`src/rtl/ddr2_init_pkg.sv`:
```
package ddr2_init_pkg;

    typedef enum logic [1:0] {
        CMD_NOP  = 2'd0,
        CMD_PALL = 2'd1,
        CMD_MODE = 2'd2,
        CMD_REF  = 2'd3
    } cmd_kind_e;

    typedef enum logic [1:0] {
        GAP_NONE = 2'd0,
        GAP_CKE  = 2'd1,
        GAP_MRS  = 2'd2
    } gap_kind_e;

    localparam int MODE_VAL_W     = 11;
    localparam int STEPS_PER_RANK = 12;

    typedef struct packed {
        cmd_kind_e              kind;
        logic [2:0]             bank;
        logic [MODE_VAL_W-1:0]  value;
        gap_kind_e              gap;
    } init_cmd_t;

endpackage

```
`src/rtl/ddr2_init_timer.sv`:
```
module ddr2_init_timer #(
    parameter int               CNT_W   = 14,
    parameter logic [CNT_W-1:0] RST_VAL = '0
) (
    input  logic             clk,
    input  logic             rst_n,
    input  logic             load,
    input  logic [CNT_W-1:0] load_val,
    output logic             zero
);

    logic [CNT_W-1:0] cnt_q;

    always_ff @(posedge clk or negedge rst_n) begin
        if (!rst_n) begin
            cnt_q <= RST_VAL;
        end else if (load) begin
            cnt_q <= load_val;
        end else if (cnt_q != '0) begin
            cnt_q <= cnt_q - 1'b1;
        end
    end

    assign zero = (cnt_q == '0);

endmodule

```
`src/rtl/ddr2_init_cmdrom.sv`:
```
module ddr2_init_cmdrom
    import ddr2_init_pkg::*;
#(
    parameter int NUM_CHIPS = 2,
    parameter int IDX_W     = 5
) (
    input  logic [IDX_W-1:0] step,
    output init_cmd_t        cmd,
    output logic             chip
);

    logic [IDX_W-1:0] local_step;

    generate
        if (NUM_CHIPS == 2) begin : g_two
            assign chip       = (step >= IDX_W'(STEPS_PER_RANK));
            assign local_step = chip ? step - IDX_W'(STEPS_PER_RANK) : step;
        end else begin : g_one
            assign chip       = 1'b0;
            assign local_step = step;
        end
    endgenerate

    always_comb begin
        cmd = '{kind: CMD_NOP, bank: 3'd0, value: '0, gap: GAP_NONE};
        unique case (local_step)
            IDX_W'(0):  cmd = '{kind: CMD_NOP,  bank: 3'd0, value: 11'h000, gap: GAP_CKE};
            IDX_W'(1):  cmd = '{kind: CMD_PALL, bank: 3'd0, value: 11'h000, gap: GAP_NONE};
            IDX_W'(2):  cmd = '{kind: CMD_MODE, bank: 3'd2, value: 11'h000, gap: GAP_NONE};
            IDX_W'(3):  cmd = '{kind: CMD_MODE, bank: 3'd3, value: 11'h000, gap: GAP_NONE};
            IDX_W'(4):  cmd = '{kind: CMD_MODE, bank: 3'd1, value: 11'h400, gap: GAP_NONE};
            IDX_W'(5):  cmd = '{kind: CMD_MODE, bank: 3'd0, value: 11'h542, gap: GAP_NONE};
            IDX_W'(6):  cmd = '{kind: CMD_PALL, bank: 3'd0, value: 11'h000, gap: GAP_NONE};
            IDX_W'(7):  cmd = '{kind: CMD_REF,  bank: 3'd0, value: 11'h000, gap: GAP_NONE};
            IDX_W'(8):  cmd = '{kind: CMD_REF,  bank: 3'd0, value: 11'h000, gap: GAP_NONE};
            IDX_W'(9):  cmd = '{kind: CMD_MODE, bank: 3'd0, value: 11'h442, gap: GAP_MRS};
            IDX_W'(10): cmd = '{kind: CMD_MODE, bank: 3'd1, value: 11'h780, gap: GAP_NONE};
            IDX_W'(11): cmd = '{kind: CMD_MODE, bank: 3'd1, value: 11'h400, gap: GAP_NONE};
            default:    cmd = '{kind: CMD_NOP,  bank: 3'd0, value: 11'h000, gap: GAP_NONE};
        endcase
    end

endmodule

```
`src/rtl/ddr2_init_seq.sv`:
```
module ddr2_init_seq
    import ddr2_init_pkg::*;
#(
    parameter int NUM_CHIPS     = 2,
    parameter int CLK_PERIOD_PS = 20000,
    parameter int POWERUP_NS    = 200000,
    parameter int CKE_WAIT_NS   = 400,
    parameter int MRS_GAP_CYC   = 200,
    parameter int ADDR_W        = 14
) (
    input  logic              clk,
    input  logic              rst_n,
    input  logic              phy_locked,
    input  logic              cmd_ready,
    output logic              cmd_valid,
    output logic [1:0]        cmd_type,
    output logic              cmd_cs,
    output logic [2:0]        cmd_bank,
    output logic [ADDR_W-1:0] cmd_addr,
    output logic              cke,
    output logic              auto_ref_en,
    output logic              init_done_pulse,
    output logic              init_complete
);

    localparam int PWRUP_CYC = (POWERUP_NS * 1000 + CLK_PERIOD_PS - 1) / CLK_PERIOD_PS;
    localparam int CKE_CYC   = (CKE_WAIT_NS * 1000 + CLK_PERIOD_PS - 1) / CLK_PERIOD_PS;
    localparam int MAX_A     = (PWRUP_CYC > CKE_CYC) ? PWRUP_CYC : CKE_CYC;
    localparam int MAX_CYC   = (MAX_A > MRS_GAP_CYC) ? MAX_A : MRS_GAP_CYC;
    localparam int CNT_W     = $clog2(MAX_CYC + 1);
    localparam int TOTAL     = STEPS_PER_RANK * NUM_CHIPS;
    localparam int IDX_W     = $clog2(TOTAL);

    typedef enum logic [1:0] {
        S_WAKE  = 2'd0,
        S_ISSUE = 2'd1,
        S_GAP   = 2'd2,
        S_DONE  = 2'd3
    } state_e;

    state_e           state_q, state_n;
    logic [IDX_W-1:0] step_q;
    init_cmd_t        cur;
    logic             cur_chip;
    logic             last_step;
    logic             accept;
    logic             t_zero;
    logic             t_load;
    logic [CNT_W-1:0] t_val;
    logic             cke_q, ref_q, pulse_q;

    ddr2_init_cmdrom #(
        .NUM_CHIPS (NUM_CHIPS),
        .IDX_W     (IDX_W)
    ) u_rom (
        .step (step_q),
        .cmd  (cur),
        .chip (cur_chip)
    );

    ddr2_init_timer #(
        .CNT_W   (CNT_W),
        .RST_VAL (CNT_W'(PWRUP_CYC))
    ) u_timer (
        .clk      (clk),
        .rst_n    (rst_n),
        .load     (t_load),
        .load_val (t_val),
        .zero     (t_zero)
    );

    assign last_step = (step_q == IDX_W'(TOTAL - 1));
    assign accept    = (state_q == S_ISSUE) && cmd_ready;
    assign t_load    = accept && (cur.gap != GAP_NONE);
    assign t_val     = (cur.gap == GAP_CKE) ? CNT_W'(CKE_CYC) : CNT_W'(MRS_GAP_CYC);

    // next-state decision
    always_comb begin
        state_n = state_q;
        unique case (state_q)
            S_WAKE:  if (t_zero && phy_locked) state_n = S_ISSUE;
            S_ISSUE: begin
                if (cmd_ready) begin
                    if (last_step)               state_n = S_DONE;
                    else if (cur.gap != GAP_NONE) state_n = S_GAP;
                end
            end
            S_GAP:   if (t_zero) state_n = S_ISSUE;
            S_DONE:  state_n = S_DONE;
            default: state_n = S_WAKE;
        endcase
    end

    // state register and step index
    always_ff @(posedge clk or negedge rst_n) begin
        if (!rst_n) begin
            state_q <= S_WAKE;
            step_q  <= '0;
        end else begin
            state_q <= state_n;
            if (accept && !last_step) step_q <= step_q + 1'b1;
        end
    end

    // registered outputs
    always_ff @(posedge clk or negedge rst_n) begin
        if (!rst_n) begin
            cke_q   <= 1'b0;
            ref_q   <= 1'b0;
            pulse_q <= 1'b0;
        end else begin
            cke_q   <= cke_q || (state_n == S_ISSUE);
            ref_q   <= (state_n == S_DONE);
            pulse_q <= (state_q == S_ISSUE) && (state_n == S_DONE);
        end
    end

    assign cmd_valid       = (state_q == S_ISSUE);
    assign cmd_type        = cur.kind;
    assign cmd_cs          = cur_chip;
    assign cmd_bank        = cur.bank;
    assign cmd_addr        = {{(ADDR_W - MODE_VAL_W){1'b0}}, cur.value};
    assign cke             = cke_q;
    assign auto_ref_en     = ref_q;
    assign init_done_pulse = pulse_q;
    assign init_complete   = ref_q;

    a_r2_no_cmd_unlocked: assert property (@(posedge clk) disable iff (!rst_n)
        (state_q == S_WAKE && !phy_locked) |=> !cmd_valid);

    a_r4_cke_sticky: assert property (@(posedge clk) disable iff (!rst_n)
        cke |=> cke);

    a_r4_cke_with_cmd: assert property (@(posedge clk) disable iff (!rst_n)
        cmd_valid |-> cke);

    a_r8_hold_cmd: assert property (@(posedge clk) disable iff (!rst_n)
        (cmd_valid && !cmd_ready) |=> (cmd_valid && $stable(cmd_type) && $stable(cmd_cs)
                                       && $stable(cmd_bank) && $stable(cmd_addr)));

    a_r10_no_refresh_mid: assert property (@(posedge clk) disable iff (!rst_n)
        cmd_valid |-> !auto_ref_en);

    a_r11_single_pulse: assert property (@(posedge clk) disable iff (!rst_n)
        init_done_pulse |=> (!init_done_pulse && init_complete));

endmodule

```
`config.mk`:
```
export PLATFORM = sky130hd
export DESIGN_NAME = ddr2_init_seq
export DESIGN_NICKNAME = d
export VERILOG_FILES = /design/src/rtl/ddr2_init_pkg.sv /design/src/rtl/ddr2_init_timer.sv /design/src/rtl/ddr2_init_cmdrom.sv /design/src/rtl/ddr2_init_seq.sv
export SDC_FILE = /design/constraint.sdc
export NUM_CORES = 1
export LEC_CHECK = 0
export BUFFER_PORTS_ARGS = -buffer_cell sky130_fd_sc_hd__buf_2
export CAP_MARGIN = 30
export CORE_MARGIN = 2
export CORE_UTILIZATION = 35
export DETAILED_ROUTE_END_ITERATION = 6
export PLACE_DENSITY_LB_ADDON = 0.1
export SLEW_MARGIN = 20
export SYNTH_ARGS = -nofsm -noshare
export SYNTH_HDL_FRONTEND = slang
export SYNTH_SLANG_ARGS = --single-unit
```
`constraint.sdc`:
```
create_clock -name clk -period 2.7 [get_ports clk]
set_input_delay 0.27 -clock clk [delete_from_list [all_inputs] [get_ports clk]]
set_output_delay 0.27 -clock clk [all_outputs]
set_load 0.05 [all_outputs]
```
==> results.md, run 1 <==
- GR Util All Layers: 13.8%
- Die H: 74.2 um
- Worst Min Path Start: cmd_ready
- Largest net degree at the start of global routing: 25
- CP endpoint kind: primary output
- Yosys Warn Count: 0
- Crit Path Class: flop to primary output
- WHS Endpoint: auto_ref_en
- Sum Neg Setup Slack: 0 ns
- DP Wirelength: approximately 2700 um
- Clk_lat worst skew: 0.27 ns
- Worst reg2reg endpoint: u_timer.cnt_q[6]
- Worst Setup SP: step_q[3]
- CP Max Fanout: 8
- Post-synthesis instance area: 1730 sq um
- RSZ-0062 raised after global routing: no
- Final Slew Violations: 0
- Total number of vias: 1367
- Peak VDD IR: 158 uV
- Global-route wire length before repair: 6020 um
- Number of H-tree levels: 1
- EDFF count, synth: 0
- Row cnt: 25
- Fin cells: 279
- Reg2Reg Launch Point: step_q[3]
- Post-route clock period utilization: between 90% and 100%
- DRC Markers: 0
- Starting density of the core: 36.5%
- Maxcap violations: 0
- Slew HR: 60.3%
- Worst-margin pin slew: 0.587 ns
- # clock sinks: 24
- Hold Path Class: primary input to flop
- Share of the synthesized area in the top cell type: 27.6%
- Synth area leaders: dfrtp_1 28%, dfstp_2 7.6%, ha_1 6.5%
- CTS tree: built
- Syn Inst Count: approximately 190
- Filler cells: 480
- Num ports: 29
- Initial antenna violation count: 0
- Cell area power density: 317 nW/um^2
- CTS Root Cell: clkbuf_8
- FMAX: 388 MHz
- Distinct cells, synth: 49
- Die ar.: 5510 sq um
- Top_reg_cell synth: dfrtp_1
- Post-CTS Setup Bufs: 0
- Antenna viol nets, final: 0
- Number of clock buffers inserted by TritonCTS: 3
- Reg2reg setup slack: around 0.35 ns
- Asr flop ratio synth: 100%
- Gpl congestion: approximately 0.82
- Status: complete, no violations
- DR vias/cell: ~4.9
- Register bit total from synthesis: 24
- Vias in the first global route: between 1000 and 1500
- Clock Path Buffers: 2
- Overall power: 624 uW
- Top-count cell post-synth: dfrtp_1
- Reg2Reg Depth: 7
- Area growth from synthesis to layout: 14.1%
- DR pass1 iterations: 4
- Register area share after synthesis: 35.2%
- IO Port Bufs: 19
- WP data required: 2.43 ns
- Wirelength, routed: about 3600 um
- Drt wl/cell: around 13 um
- Syn Area/Cell: 9.03 sq um
- # nets final: 226
- Final Setup Violations: 0
- Hold Path Stages: 3
- Synth area leader: dfrtp_1
- CP arrival: about 2.3 ns
- Iteration-0 DRC Markers: 73
- Share of cells above drive strength 1: roughly 25%
- Final Hold Fails: 0
- N_diodes: 0
- Skew final: 0.0103 ns
- Leak pwr: 0.793 nW
- Min Tclk post-route: ~2.6 ns
- Cell count after placement: 274
- Core footprint: ~4700 sq um
- Crit start category: flop
- Total gr overflow: 0
- Die W: between 70 and 80 um
- Most common library cells after synthesis: 19 x dfrtp_1, 18 x nor2_1, 16 x nand2_1
- CTS clk-pin slew, worst paths: 0.09 ns
layout by cell type (no fill, tap or decap), types with 3 or more instances in the layout:
master	count
nand4b_1	3
conb_1	9
xor2_1	4
ha_1	8
o21ai_0	10
buf_4	7
inv_1	8
nand3_1	4
o21ai_1	4
dfrtp_1	17
mux2i_1	3
nor2_1	18
nor4_1	5
nand2_1	16
a21oi_1	5
o22ai_1	3
buf_2	18
clkbuf_8	3
nor2b_1	4
and2_1	5
dfstp_2	5
xnor2_1	8
area by class of cell:
cell class / count / area, sq um / share of cell area, %
Clock buffer: 4 / 45.0 / 2.29
Multi-Input combinational cell: 148 / 1040 / 52.6
Inverter: 9 / 33.8 / 1.72
Sequential cell: 24 / 609 / 31.0
Tap cell: 67 / 83.8 / 4.26
Timing Repair Buffer: 27 / 160 / 8.14
repair_timing:
action / CTS / global route
hold endpoints to repair: 12 / 0
hold buffers: 1 / 0
endpoints found under the setup margin: 3 / 7
gates cloned: 0 / 0
resized for setup: 2 / 8
pin swaps: 0 / 2
cell families (layout without fill, tap and decap cells):
logic type | Yosys count | count (layout) | synth area share, %
AOI/OAI and AO/OA | 42 | 42 | 16.9
buffers and inverters | 27 | 40 | 9.14
muxes | 3 | 3 | 1.74
and+or+nand+nor | 73 | 73 | 24.2
DFF | 24 | 24 | 35.2
adders and majority gates | 9 | 9 | 6.53
other | 1 | 9 | 0.217
xor gates and xnor gates | 12 | 12 | 6.09
worst max-delay path, stage by stage, from the launching register on:
cell     delay (ns)
dfrtp_2        0.49
ha_1           0.26
a211o_1        0.35
a21oi_4        0.26
nand2_1        0.14
o22ai_1        0.16
and2_1         0.13
buf_2          0.25
layer usage:
| layer | vias to the layer above | track usage, % | part of all wire, % |
|---|---|---|---|
| met3 | 4 | 0.813 | 2.2 |
| met5 | - | 0 | 0 |
| met1 | 648 | 20.3 | 51 |
| li1 | 691 | - | - |
| met2 | 24 | 21.4 | 46 |
| met4 | 0 | 5.36 | 1.2 |
how the worst max path moves through the flow:
stage / to / slack [ns] / cells after the start
finish: cmd_addr[10] / 0.12 / 7
global placement: cmd_type[1] / 0.32 / 8
global route: cmd_addr[10] / 0.01 / 7
floorplan: cmd_addr[6] / -0.02 / 7
detailed placement: cmd_type[1] / 0.22 / 8
CTS: cmd_type[1] / -0.003 / 8
per-stage QoR:
stage	utilization, %	worst slack (ns)	cell area, sq um	hold WS, ns
2_1_floorplan	-	-0.0193	1760	-0.0256
3_3_place_gp	39.6	0.317	1870	0.294
3_5_place_dp	39.6	0.220	1870	0.300
4_1_cts	41.1	-0.00293	1940	0.291
5_1_grt	41.7	0.0102	1970	0.340
6_report	41.7	0.123	1970	0.300
power by group:
part,internal [mW],switching [mW],leakage [nW]
Sequential,0.360,0.000533,0.266
Clock,0.105,0.113,0.0228
Combinational,0.00411,0.0402,0.504
registers in the layout, indices dropped and copies added (netlist names):
name             count
auto_ref_en          1
cke                  1
init_done_pulse      1
state_q              2
step_q               5
u_timer.cnt_q       14
Note: power is estimated with default switching activity, not from simulation.
==> inputs of run 2 (changes only) <==
--- a/config.mk
+++ b/config.mk
@@ -7,7 +7,6 @@
 export LEC_CHECK = 0
 export BUFFER_PORTS_ARGS = -buffer_cell sky130_fd_sc_hd__buf_2
 export CAP_MARGIN = 30
-export CORE_MARGIN = 2
 export CORE_UTILIZATION = 35
 export DETAILED_ROUTE_END_ITERATION = 6
 export PLACE_DENSITY_LB_ADDON = 0.1
==> results.md, run 2 (same netlist as run 1, synthesis figures left out) <==
- Die H: 72.2 um (-2.7%)
- Total number of vias: 1416 (+3.6%)
- Initial antenna violation count: 0 (unchanged)
- Biggest regs: u_timer.cnt_q (14), step_q (5), state_q (2)
- Placed cell area: 1860 sq um (-0.40%)
- Hold Path Stages: 3 (unchanged)
- Gpl congestion: 0.778 (-5.4%)
- WHS Endpoint: auto_ref_en
- Reg2reg setup slack: 0.40 ns (+0.05 ns)
- Setup WS pre-CTS: 0.234 ns (+0.0141 ns)
- Worst Min Path Start: cmd_ready
- Starting density of the core: 36.5% (unchanged)
- Iteration-0 DRC Markers: 78 (+6.8%)
- Worst-margin pin slew: 0.546 ns (-0.0410 ns)
- Final Hold Fails: 0 (unchanged)
- CTS tree: built
- Crit start category: flop
- Hold Path Class: primary input to flop
- DR pass1 iterations: 5 (+1)
- DRC Markers: 0 (unchanged)
- Slew HR: 63.6% (+3.3 points)
- WP data required: 2.43 ns (about the same)
- Wirelength, routed: 3660 um (+1.5%)
- Final Setup Violations: 0 (unchanged)
- Max reg flops: 14 (unchanged)
- Row cnt: 25 (unchanged)
- CP Cell Sequence: ha_1 -> a211oi_4 -> a21oi_4 -> or2_2 -> o21ai_0 -> and2_1 -> clkbuf_4
- Most frequent cells in the layout: 18 x nor2_1, 18 x dfrtp_1, 17 x buf_2
- Clock Path Buffers: 2 (unchanged)
- Largest net degree at the start of global routing: 25 (unchanged)
- GR Util All Layers: 15.4% (+1.6 points)
- RSZ-0062 raised after global routing: no
- Die W: 72.2 um (-2.7%)
- # clock sinks: 24 (unchanged)
- CTS clk-pin slew, worst paths: 0.09 ns (about the same)
- Maxcap violations: 0 (unchanged)
- Reg with most FFs: u_timer.cnt_q
- Vias in the first global route: 1377 (+7.7%)
- Worst reg2reg endpoint: u_timer.cnt_q[7]
- Area growth from synthesis to layout: 15.8%
- Min Tclk post-route: 2.57 ns (-0.0114 ns)
- Buf/Inv on CP: 1 (unchanged)
- FMAX: 390 MHz (+0.44%)
- Peak VDD IR: 168 uV (+6.2%)
- Total gr overflow: 0 (unchanged)
- DR vias/cell: 5.08 (+3.6%)
- Drt wl/cell: 13.1 um (+1.5%)
- Skew final: 0.00266 ns (-0.00761 ns)
- Post-route clock period utilization: 95.0% (-0.42 points)
- Leak pwr: 0.806 nW (+1.6%)
- CP peak stage delay: 0.49 ns (about the same)
- Reg2Reg Depth: 7 (unchanged)
- N_diodes: 0 (unchanged)
- Share of cells above drive strength 1: 25.5% (+0.47 points)
- Fin cells: 279 (unchanged)
- Core footprint: 4720 sq um (unchanged)
- Design area: 2000 sq um (+1.5%)
- Clk_lat worst skew: 0.27 ns (about the same)
- CP endpoint kind: primary output
- Die ar.: 5210 sq um (-5.3%)
- CP arrival: 2.30 ns (about the same)
- Status: complete, no violations
- Reg2Reg Launch Point: step_q[3]
- Min setup slack post-route: 0.134 ns (+0.0114 ns)
- Number of H-tree levels: 1 (unchanged)
- DP Wirelength: 2680 um (+0.10%)
- IO Port Bufs: 19 (unchanged)
- Antenna viol nets, final: 0 (unchanged)
- Final Slew Violations: 0 (unchanged)
- # nets final: 226 (unchanged)
- Num ports: 29 (unchanged)
- Cell area power density: 363 nW/um^2 (+15%)
- Crit Path Class: flop to primary output
- Global-route wire length before repair: 6420 um (+6.6%)
- Number of clock buffers inserted by TritonCTS: 3 (unchanged)
- CTS Root Cell: clkbuf_8
- Slowest cell on the critical path: dfrtp_2
- Cell count after placement: 273 (-0.36%)
- Crit path max-delay family: compound AO/OA/AOI/OAI gates
- CP Max Fanout: 8 (unchanged)
[run 2: cell types whose count changed in the layout (fill, tap and decap cells not counted)]
cell       change
ha_1           -1
ha_2           +1
buf_2          -1
clkbuf_4       +1
clkbuf_1       -1
dfrtp_2        -1
dfrtp_1        +1
bufinv_16      +1
[run 2: worst max path at each step]
| stage | from | end | cells past startpoint |
|---|---|---|---|
| after detailed placement | step_q[0] | cmd_type[1] | 8 |
| final | step_q[3] | cmd_type[1] | 7 |
| after global routing | step_q[3] | cmd_type[1] | 7 |
| after global placement | step_q[0] | cmd_type[1] | 8 |
| after CTS | step_q[0] | cmd_type[1] | 8 |
| after floorplan | step_q[3] | cmd_addr[6] | 7 |
[run 2: where the power goes]
group	total [mW]	switching, mW	internal [mW]
logic	0.0444	0.0403	0.00411
registers	0.361	0.000650	0.360
clock network	0.320	0.122	0.198
total	0.726	0.163	0.563
[run 2: metal layers]
metal,routed length [um],GRT usage (%),share of wire [%],vias to the layer above
li1,-,-,-,695
met1,1820,21.2,50,691
met2,1740,25.6,47,28
met3,74,1.25,2.0,2
met4,34,5.01,0.93,0
met5,0,0,0,-
[run 2: final cells by class]
class                           count  area (sq um)
Fill cell                         459          2730
Clock buffer                        3          41.3
Tap cell                           67          83.8
Sequential cell                    24           608
Inverter                            9          33.8
Clock inverter                      1          30.0
Timing Repair Buffer               27           163
Multi-Input combinational cell    148          1040
[run 2: worst reg2reg max path, delay by kind of cell (launching register included)]
family | cells | cell delay (ns)
DFF | 1 | 0.49
AOI/OAI and AO/OA | 2 | 0.42
and+or+nand+nor | 3 | 0.81
adders and majority gates | 1 | 0.28
buffers and inverters | 1 | 0.19
[run 2: what timing repair did]
item                       CTS  global route
setup endpoints to repair    3             8
pin swaps                    0             2
hold endpoints to repair     8             0
gates resized for setup      2             9
buffers inserted             0             1
hold buffers                 1             0
[run 2: per-stage QoR]
step                      hold WS [ns]  setup TNS (ns)  total power, mW  utilization (%)
after floorplan                -0.0256         -0.0193            0.410                -
after global placement           0.293               0            0.411             39.5
after detailed placement         0.295               0            0.412             39.5
after CTS                        0.309               0            0.738             41.5
after global routing             0.338               0            0.756             42.3
final                            0.319               0            0.726             42.3
==> inputs of run 3 (changes only) <==
--- a/config.mk
+++ b/config.mk
@@ -7,7 +7,8 @@
 export LEC_CHECK = 0
 export BUFFER_PORTS_ARGS = -buffer_cell sky130_fd_sc_hd__buf_2
 export CAP_MARGIN = 30
-export CORE_UTILIZATION = 35
+export CORE_MARGIN = 8
+export CORE_UTILIZATION = 56
 export DETAILED_ROUTE_END_ITERATION = 6
 export PLACE_DENSITY_LB_ADDON = 0.1
 export SLEW_MARGIN = 20
==> results.md, run 3 (same netlist as run 1, synthesis figures left out) <==
- Status: complete, no violations
- Hold Path Class: primary input to flop
- Initial antenna violation count: 0 (unchanged)
- CP Max Fanout: 11 (+3)
- Crit path max-delay family: compound AO/OA/AOI/OAI gates
- IO Port Bufs: 19 (unchanged)
- Final Slew Violations: 0 (unchanged)
- FMAX: 391 MHz (+0.45%)
- CP endpoint kind: primary output
- P_int: 422 uW (-25%)
- Peak VDD IR: 114 uV (-32%)
- Skew final: 0.00443 ns (+0.00177 ns)
- Leak pwr: 0.799 nW (-0.86%)
- DP Wirelength: 2750 um (+2.7%)
- Most frequent cells in the layout: 18 x nor2_1, 18 x dfrtp_1, 17 x buf_2
- Reg2Reg Launch Point: step_q[2]
- Share of cells above drive strength 1: 26.0% (+0.57 points)
- Global-route wire length before repair: 6410 um (-0.20%)
- Clock Path Buffers: 2 (unchanged)
- GR Util All Layers: 15.0% (-0.39 points)
- Overall power: 567 uW (-22%)
- Post-route clock period utilization: 94.6% (-0.42 points)
- Total gr overflow: 0 (unchanged)
- CP peak stage delay: 0.48 ns (about the same)
- WP data required: 2.43 ns (about the same)
- Min Tclk post-route: 2.55 ns (-0.0114 ns)
- Wirelength, routed: 3700 um (+1.0%)
- Number of clock buffers inserted by TritonCTS: 3 (unchanged)
- DRC Markers: 0 (unchanged)
- Sequential share of power: 63.7% (+14 points)
- CP arrival: 2.28 ns (-0.02 ns)
- Die ar.: 5110 sq um (-1.9%)
- DR pass1 iterations: 4 (-1)
- Clk_lat worst skew: 0.30 ns (+0.03 ns)
- Psw: 144 uW (-11%)
- Die W: 71.5 um (-0.98%)
- Worst Setup SP: step_q[3]
- Slew HR: 63.6% (about the same)
- Buf/Inv on CP: 1 (unchanged)
- Gpl congestion: 0.897 (+15%)
- Final Hold Fails: 0 (unchanged)
- Top Metal Used: met4
- Final Setup Violations: 0 (unchanged)
- N_diodes: 0 (unchanged)
- Slowest cell on the critical path: dfrtp_2
- Reg with most FFs: u_timer.cnt_q
- Worst Min Path Start: cmd_ready
- Max reg flops: 14 (unchanged)
- Antenna viol nets, final: 0 (unchanged)
- Power share of the clock group: 28.4% (-16 points)
- Met1 WL: 1630 um (-10%)
- Iteration-0 DRC Markers: 69 (-12%)
- Biggest regs: u_timer.cnt_q (14), step_q (5), state_q (2)
- Sum Neg Setup Slack: 0 ns (unchanged)
- Net Sw Frac: 25.5% (+3.0 points)
- Placed cell area: 1810 sq um (-3.1%)
- Starting density of the core: 57.5% (+21 points)
- Metal3 WL: 123 um (+66%)
- Design area: 1950 sq um (-2.3%)
- Largest net degree at the start of global routing: 25 (unchanged)
- Total number of vias: 1422 (+0.42%)
- Vias in the first global route: 1493 (+8.4%)
- Cell area power density: 290 nW/um^2 (-20%)
- Core footprint: 3000 sq um (-36%)
- # clock sinks: 24 (unchanged)
- Logic pwr share: 7.8% (+1.7 points)
- Worst-margin pin slew: 0.545 ns (-0.000732 ns)
- CTS Root Cell: clkbuf_4
- Row cnt: 20 (-20%)
- CP Cell Sequence: ha_4 -> a211oi_4 -> o21ai_1 -> or2_2 -> o21ai_0 -> and2_1 -> buf_4
- CTS tree: built
- Area growth from synthesis to layout: 13.1%
- Drt wl/cell: 14.9 um (+14%)
- # nets final: 229 (+1.3%)
- CTS clk-pin slew, worst paths: 0.13 ns (+0.04 ns)
- WL met2: 1880 um (+8.3%)
- Crit start category: flop
- Number of H-tree levels: 1 (unchanged)
- DR vias/cell: 5.73 (+13%)
- Crit Path Class: flop to primary output
- Num ports: 29 (unchanged)
- Maxcap violations: 0 (unchanged)
- Die H: 71.5 um (-0.98%)
[run 3: cell types whose count changed in the layout (fill, tap and decap cells not counted)]
| cell | before | now |
|---|---|---|
| a21oi_2 | 2 | 1 |
| ha_4 | 1 | 3 |
| clkbuf_8 | 3 | 0 |
| buf_4 | 7 | 12 |
| bufinv_16 | 1 | 0 |
| ha_2 | 1 | 0 |
| a21oi_1 | 5 | 6 |
| ha_1 | 7 | 6 |
| clkbuf_4 | 2 | 3 |
| clkbuf_1 | 0 | 1 |
[run 3: what timing repair did]
action	CTS	global route
buffers inserted	0	6
gates cloned	0	0
hold buffers	1	0
endpoints found under the setup margin	7	8
pin swaps	1	2
hold endpoints to repair	19	0
resized for setup	6	7
[run 3: path summary, 6_finish.rpt]
kind	endpoint	slack (ns)	cells past startpoint
min	auto_ref_en	0.26	3
min in group asynchronous	u_timer.cnt_q[3]	0.47	2
min reg2reg	u_timer.cnt_q[10]	0.54	2
max reg2reg	u_timer.cnt_q[3]	0.39	7
max	cmd_type[1]	0.15	7
max in group asynchronous	step_q[3]	1.84	2
[run 3: metrics by stage]
step                      setup WS, ns  hold WS (ns)  util (%)  cells
after floorplan                -0.0193       -0.0256         -    199
final                            0.146         0.264      65.0    248
after CTS                      0.00343         0.255      62.1    242
after global placement           0.284         0.277      60.2    237
after detailed placement         0.195         0.288      60.2    237
after global routing          -0.00111         0.277      65.0    248
[run 3: layer usage]
layer  track usage [%]  vias up
met4              8.39        0
met1              16.3      681
met2              27.4       36
li1                  -      699
met5                 0        -
met3              1.95        6
[run 3: tightest hold or removal path: stages]
cell and delay, ns:
buf_2 0.10, a21oi_1 0.07, nor2_1 0.09
[run 3: layout make-up]
cell class	count	area, sq um
Clock buffer	4	26.3
Multi-Input combinational cell	148	1060
Fill cell	239	1050
Inverter	9	33.8
Sequential cell	24	608
Timing Repair Buffer	30	185
Tap cell	33	41.3
[run 3: power groups by stage]
stage,logic [mW],registers [mW],clock network [mW]
2_1_floorplan,0.0398,0.370,0
3_3_place_gp,0.0427,0.368,0
3_5_place_dp,0.0433,0.368,0
4_1_cts,0.0444,0.361,0.166
5_1_grt,0.0480,0.361,0.183
6_report,0.0445,0.361,0.161
